<file path="src/rtl/usb_in_ep_ctrl.sv">
module usb_in_ep_ctrl #(
  parameter int PKT_W  = 11,
  parameter int XFER_W = 19
) (
  input  logic              clk,
  input  logic              rst_n,
  input  logic              ep_iso,
  input  logic [PKT_W-1:0]  pkt_size,
  input  logic [XFER_W-1:0] xfer_size,
  input  logic              ctl_enable_set,
  input  logic              ctl_disable_set,
  input  logic              ctl_snak,
  input  logic              ctl_cnak,
  input  logic              ctl_stall_set,
  input  logic              ctl_stall_clr,
  input  logic              in_tok,
  input  logic              tok_bad,
  input  logic [PKT_W-1:0]  fifo_level,
  input  logic              pkt_done,
  input  logic              frame_end,
  input  logic [2:0]        int_clr,
  output logic              resp_valid,
  output logic [1:0]        resp_code,
  output logic              dma_en,
  output logic              ep_enabled,
  output logic              disable_pending,
  output logic              nak_on,
  output logic              stall_on,
  output logic              int_txfemp,
  output logic              int_epdis,
  output logic              int_incomp
);
  localparam logic [1:0] HS_DATA  = 2'b00;
  localparam logic [1:0] HS_ZLP   = 2'b01;
  localparam logic [1:0] HS_NAK   = 2'b10;
  localparam logic [1:0] HS_STALL = 2'b11;

  logic              busy_q;
  logic [XFER_W-1:0] sent_q;
  logic [PKT_W-1:0]  len_q;

  logic [XFER_W-1:0] remain;
  logic [PKT_W-1:0]  next_len;
  logic [XFER_W-1:0] sent_nx;
  logic              tok_ok, blocked, short_buf, dis_done, last_pkt;
  logic [1:0]        hs_nx;

  assign remain    = xfer_size - sent_q;
  assign next_len  = (remain > XFER_W'(pkt_size)) ? pkt_size : remain[PKT_W-1:0];
  assign tok_ok    = in_tok & ~tok_bad;
  assign blocked   = ~ep_enabled | nak_on | disable_pending | busy_q;
  assign short_buf = fifo_level < next_len;
  assign dis_done  = disable_pending & ~busy_q;
  assign sent_nx   = sent_q + XFER_W'(len_q);
  assign last_pkt  = busy_q & pkt_done & (sent_nx >= xfer_size);
  assign dma_en    = ep_enabled & ~disable_pending;

  always_comb begin
    if (stall_on & ~ep_iso)   hs_nx = HS_STALL;
    else if (blocked)         hs_nx = HS_NAK;
    else if (short_buf)       hs_nx = ep_iso ? HS_ZLP : HS_NAK;
    else                      hs_nx = HS_DATA;
  end

  always_ff @(posedge clk) begin
    if (!rst_n) begin
      resp_valid      <= 1'b0;
      resp_code       <= HS_DATA;
      ep_enabled      <= 1'b0;
      disable_pending <= 1'b0;
      nak_on          <= 1'b0;
      stall_on        <= 1'b0;
      int_txfemp      <= 1'b0;
      int_epdis       <= 1'b0;
      int_incomp      <= 1'b0;
      busy_q          <= 1'b0;
      sent_q          <= '0;
      len_q           <= '0;
    end else begin
      resp_valid <= tok_ok;
      if (tok_ok) resp_code <= hs_nx;

      if (ctl_snak)           nak_on <= 1'b1;
      else if (ctl_cnak)      nak_on <= 1'b0;
      if (ctl_stall_set)      stall_on <= 1'b1;
      else if (ctl_stall_clr) stall_on <= 1'b0;

      if (busy_q & pkt_done) begin
        busy_q <= 1'b0;
        sent_q <= sent_nx;
      end
      if (tok_ok && hs_nx == HS_DATA) begin
        busy_q <= 1'b1;
        len_q  <= next_len;
      end

      if (dis_done) ep_enabled <= 1'b0;
      else if (ctl_enable_set) begin
        ep_enabled <= 1'b1;
        sent_q     <= '0;
      end else if (last_pkt) ep_enabled <= 1'b0;

      if (dis_done)        disable_pending <= 1'b0;
      if (ctl_disable_set) disable_pending <= 1'b1;

      if (int_clr[0]) int_txfemp <= 1'b0;
      if (tok_ok && hs_nx == HS_ZLP) int_txfemp <= 1'b1;
      if (int_clr[1]) int_epdis <= 1'b0;
      if (dis_done)   int_epdis <= 1'b1;
      if (int_clr[2]) int_incomp <= 1'b0;
      if (frame_end & ep_enabled & ep_iso) int_incomp <= 1'b1;
    end
  end
endmodule

</file>
<file path="config.mk">
export PLATFORM = sky130hd
export DESIGN_NAME = usb_in_ep_ctrl
export DESIGN_NICKNAME = d
export VERILOG_FILES = /design/src/rtl/usb_in_ep_ctrl.sv
export SDC_FILE = /design/constraint.sdc
export NUM_CORES = 1
export LEC_CHECK = 0
export BUFFER_PORTS_ARGS = -buffer_cell sky130_fd_sc_hd__buf_2
export CAP_MARGIN = 20
export CELL_PAD_IN_SITES_DETAIL_PLACEMENT = 0
export CELL_PAD_IN_SITES_GLOBAL_PLACEMENT = 1
export CORE_UTILIZATION = 30
export DETAILED_ROUTE_END_ITERATION = 6
export HOLD_SLACK_MARGIN = 0.06
export PLACE_DENSITY = 0.64
export RECOVER_POWER = 50
export SLEW_MARGIN = 0
export SYNTH_ARGS = -nofsm -noshare
export SYNTH_HDL_FRONTEND = slang
export SYNTH_SLANG_ARGS = --single-unit
</file>
<file path="constraint.sdc">
create_clock -name clk -period 8.2 [get_ports clk]
set_input_delay 1.64 -clock clk [delete_from_list [all_inputs] [get_ports clk]]
set_output_delay 1.64 -clock clk [all_outputs]
set_load 0.02 [all_outputs]
</file>
# == Word level (Yosys, flattened, before mapping) ==
# Index checks and enable logic that the tools add are counted.
# op_classes
eq_ne,1
n_bitwise,17
magnitude_cmp,3
muxes,24
addsub,2
reduce_logical,12
# ops
op,count
$mux 19,3
$add 19x11->19,1
$ge 19x19->1,1
$gt 19x11->1,1
$sub 19x19->19,1
$mux 1,16
$reduce_bool 2->1,8
$lt 11x11->1,1
$mux 11,1
$and 1x1->1,8
$mux 2,4
$not 1->1,6
$or 1x1->1,3
$eq 2x1->1 const B,1
$logic_and 1x1->1,2
$logic_not 2->1,1
$reduce_or 2->1,1
# totals
word_cells,71
output_inout_bits,11
in_bits,57
register_bits,41

# == Depth between registers and ports, before layout ==
# logic_depth
ltp_word,10
depth_mapped,30
mapped_depth_nobuf,28

# == Worst setup path after synthesis ==
# No wires, ideal clock.
# synth_path
kind,input port to flip-flop
from,input port xfer_size[0]
to,register len_q[10]
arrival_time_ns,7.032
path_slack_ns,1.047
path_stages,30
setup_ns,0.121
required_ns,8.079
n_path_buf,2
path_cell_list,inv_1 ha_1 inv_1 fa_1 a21o_1 a31oi_1 o21ai_1 xor2_1 ha_1 a21o_1 a21o_1 a21oi_1 nand2b_1 o21a_1 a2111o_1 nor3_4 buf_2 mux2i_1 ha_1 a21o_1 a21oi_1 nor2b_1 o21ai_0 nand2b_1 a21oi_1 o21ai_1 o211a_1 o31a_1 buf_6 mux2_4
# synth_between
elab_chain_len,9
# synth_rtl
item,line,source
"start, declared",9,"input logic [XFER_W-1:0] xfer_size,"
$sub 19x19->19 (*),48,assign remain = xfer_size - sent_q;
$gt 19x11->1,49,assign next_len = (remain > XFER_W'(pkt_size)) ? pkt_size : remain[PKT_W-1:0];
$mux 11 (*),49,
$lt 11x11->1,52,assign short_buf = fifo_level < next_len;
$mux 2,61,else if (short_buf) hs_nx = ep_iso ? HS_ZLP : HS_NAK;
$mux 2,60,else if (blocked) hs_nx = HS_NAK;
$mux 2,59,if (stall_on & ~ep_iso) hs_nx = HS_STALL;
$logic_not 2->1,92,if (tok_ok && hs_nx == HS_DATA) begin
$logic_and 1x1->1,92,
"end signal, assigned",94,len_q <= next_len;
"end, declared",40,logic [PKT_W-1:0] len_q;
# Mark *: on every way between the ends. The rest lies on a longest branch, timed or not.
# A chain may end at the register's enable or synchronous reset.

# == Worst setup path after layout ==
# layout_path
from,input port xfer_size[0]
to,register len_q[5]
# Same word-level chain as after synthesis.

==> run_results.csv <==
group,metric,value,unit
synthesis,synth_edf_count,0,
setup_path,cp_top_family,"compound AO/OA/AOI/OAI gates",
layout,final_util,0.3575,
synthesis,post_syn_area_per_cell,8.035,um^2
placed_design,place.port_buffers,67,
clock_tree,clk-insertion-delay-late,0.30,ns
grt,grt_antenna_before_repair,0,
timing,timing.clock.skew,0.008360,ns
timing,hold_viol_final,0,
synthesis,dominantRegCellSynth,"dfxtp_1",
detailed_routing,post_drt_via_cell_ratio,4.957,
status,outcome,"completed",
synthesis,sequential_share_of_the_synthesized_area,0.1906,
synthesis,ys_ff_latch,41,
synthesis,postSynthNetCount,664,
clock_tree,cts.sink_count,41,
power_and_ir_drop,power_density,116.0,nW/um^2
clock_tree,clock_tree.root_cell,"clkbuf_16",
timing,worst_max_slew_pin_slew,1.254,ns
power_and_ir_drop,static-leakage-power,2.253,nW
floorplanning,die_width,121.8,um
floorplanning,die_h,121.8,um
timing,min_period_over_period,0.9239,
min_path,type_of_the_most_critical_hold_path,"flop to flop",
timing,period_minus_slack,7.576,ns
power_and_ir_drop,netSwitchingFraction,0.3015,
synthesis,synth.cells.most_frequent,"69 x ha_1, 56 x inv_1, 48 x a21oi_1, 45 x nand2_1, 41 x dfxtp_1",
clock_tree,cts_setup_buffers,0,
timing,setup_repair_after_global_routing_missed_its_margin,"false",
synthesis,synth_cell_type_count,58,
power_and_ir_drop,clkPwrFrac,0.413,
clock_tree,clkTransAtPathRegs,0.07,ns
power_and_ir_drop,p_seq_frac,0.353,
layout,layout_cells_sized_above_1,0.1279,
synthesis,yosys_warnings,0,
clock_tree,tritoncts,"done",
floorplanning,coreArea,13930,um^2
detailed_routing,drt-wirelength-per-cell,15.03,um
grt,first_global_vias,3859,
placed_design,postPlaceCellArea,4828,um^2
clock_tree,cts_made_buffers,5,
placed_design,dp_hpwl,9700,um
placed_design,finalWeightedCongestion,0.8430,
timing,timing.final.max_slew_violations,0,
timing,setup_viol_count_final,0,
power_and_ir_drop,power.net_switching,0.1742,mW
synthesis,yosys.cell_count.top_type,"ha_1",
setup_path,arrival,7.76,ns
placed_design,number_of_placed_instances_taps_included,774,
clock_tree,cts.htree.levels,2,
grt,grt_pass1_wl,19330,um
grt,grt.total_usage,0.1676,
layout,areaGrowthSynthToFinish,15.69,%
timing,setup-tns-final,0,ns
setup_path,critical_path.slowest_cell,"o31a_1",
setup_path,crit_fanout,12,
synthesis,synthesized_instance_count,536,
detailed_routing,drc_errors,0,
floorplanning,io_pins,68,
synthesis,post-synth-top-area-fraction,0.2005,
power_and_ir_drop,internal_power,0.4036,mW
setup_path,worst_path_largest_cell_delay,0.59,ns
clock_tree,ctsResizeCount,0,
setup_path,worstSetupEndpointType,"flop",
detailed_routing,dr_total_vias,3876,
power_and_ir_drop,power.ir.vdd_worst,0.0001046,V
grt,grt_max_degree,32,
job,max_cap_viol_count,0,
synthesis,ys_top_cells_by_area,"ha_1 20%, dfxtp_1 19%, a21oi_1 5.6%, inv_1 4.9%, xnor2_1 4.7%",
floorplanning,floorplan.die_area,14840,um^2
clock_tree,hold_buf_count_cts,0,
layout,finalInstanceArea,4982,um^2
floorplanning,placement_rows,43,
power_and_ir_drop,combinationalPowerShare,0.233,
synthesis,synth_area,4307,um^2
synthesis,synth_area_leader_cell,"ha_1",
floorplanning,initial_utilization,0.3091,
grt,globalRouteOverflowTotal,0,
timing,relSlewSlack,0.1638,
detailed_routing,routed_wirelength,11750,um
layout,finish.net_count,729,
layout,antennaDiodeCount,0,
detailed_routing,drt.antenna.violating_nets,0,
detailed_routing,drt-pass1-iter-count,4,
clock_tree,cts.path.max_buffers,2,
setup_path,worstSetupStartpointType,"input pin",
setup_path,critPathKind,"input pin to flop",
timing,fmax,132.0,MHz
setup_path,cp_dominant_cell_by_count,"a21o_1",
layout,stdcell_count,782,
setup_path,critPathRequiredTime,8.39,ns
setup_path,worst-path-buf-inv,4,
detailed_routing,drt-initial-drc-count,151,
synthesis,async_sr_flop_fraction,0,
-- logic make-up (layout without fill, tap and decap cells) --
logic type,Yosys count,in the layout,synth area share
AOI/OAI and AO/OA,153,153,0.2374
and+or+nand+nor,148,148,0.1755
adders and majority gates,71,71,0.2098
buffers and inverters,68,134,0.06304
DFF,41,41,0.1906
xor gates and xnor gates,36,36,0.07321
muxes,19,19,0.05055
-- power groups by stage --
stage               combinational (mW)  sequential, mW  clock, mW
finish                           0.135           0.204      0.239
global route                     0.152           0.205      0.255
CTS                              0.136           0.204      0.249
detailed placement               0.136           0.209          0
global placement                 0.134           0.209          0
floorplan                       0.0869           0.211          0
-- cells in the final DEF (no fill, tap or decap), types with 3 or more instances in the layout --
cell       Yosys  routed
and3_1         3       3
inv_1         56      56
a31oi_1        4       4
ha_1          69      69
mux2i_1       12      12
nand2b_1       7       7
nand2_1       45      45
dfxtp_1       41      41
and2_1        11      10
buf_2          1      55
o21ai_0       21      21
o311ai_1       3       3
buf_4          0       3
a211o_1        3       3
o21bai_1       6       6
or3_1          6       6
o211a_1        4       4
xnor2_1       23      23
clkbuf_1       9      12
nor3_1         6       6
a21o_1        16      16
o21a_1        13      13
nand3_1       12      12
mux2_4         5       5
a21oi_1       48      48
nor2_1        25      25
clkbuf_16      0       5
a21boi_0       3       3
nand4_1        7       7
o21ai_1        4       4
o211ai_1       6       6
xor2_1        13      13
nor2b_1       17      17
-- metal layers --
metal  vias up  global-route usage  share of wire
li1       2047                   -              -
met1      1755              0.2350           0.51
met2        64              0.2609           0.43
met3        10             0.03230          0.045
met4         0             0.04090          0.011
met5         -                   0              0
-- state kept, by name, indices dropped and copies added (netlist names) --
| register | cells |
|---|---|
| disable_pending | 1 |
| resp_valid | 1 |
| stall_on | 1 |
| resp_code | 2 |
| nak_on | 1 |
| len_q | 11 |
| int_epdis | 1 |
| busy_q | 1 |
| int_incomp | 1 |
| ep_enabled | 1 |
| sent_q | 19 |
| int_txfemp | 1 |
-- worst reg2reg max path, delay by kind of cell (launching register included) --
kind	cells	cell delay, ns
xor+xnor	1	0.24
mux	2	0.64
simple gates	4	0.67
flops	1	0.37
buf+inv	2	0.32
fa+ha+maj	4	1.07
compound gates	15	3.03
-- path summary, 6_finish.rpt --
| check | startpoint | cells after the start | end | slack, ns |
|---|---|---|---|---|
| worst max-delay path | xfer_size[0] | 30 | len_q[5]$_SDFFE_PN0P_ | 0.62 |
| worst min-delay path | int_txfemp$_SDFFE_PN0P_ | 2 | int_txfemp$_SDFFE_PN0P_ | 0.48 |
| worst max register to register | sent_q[0]$_SDFF_PN0_ | 28 | len_q[5]$_SDFFE_PN0P_ | 1.73 |
| worst min register to register | int_txfemp$_SDFFE_PN0P_ | 2 | int_txfemp$_SDFFE_PN0P_ | 0.48 |
-- layout make-up --
class | count | area [um^2]
clock buffer | 5 | 125.1
clock inverter | 3 | 43.79
fill | 1478 | 8952
inverter | 56 | 210.2
multi-input combinational | 427 | 3214
sequential | 41 | 820.8
tap | 180 | 225.2
timing repair buffer | 70 | 342.8
-- metrics by stage --
step	setup slack (ns)	total power [mW]	hold slack, ns
3_3_place_gp	0.5037	0.3430	0.4652
2_1_floorplan	1.047	0.2983	0.4385
5_1_grt	0.1976	0.6121	0.4993
3_5_place_dp	0.2749	0.3446	0.4630
4_1_cts	0.5929	0.5893	0.4800
6_report	0.6238	0.5778	0.4793
Note: power is estimated with default switching activity, not from simulation.
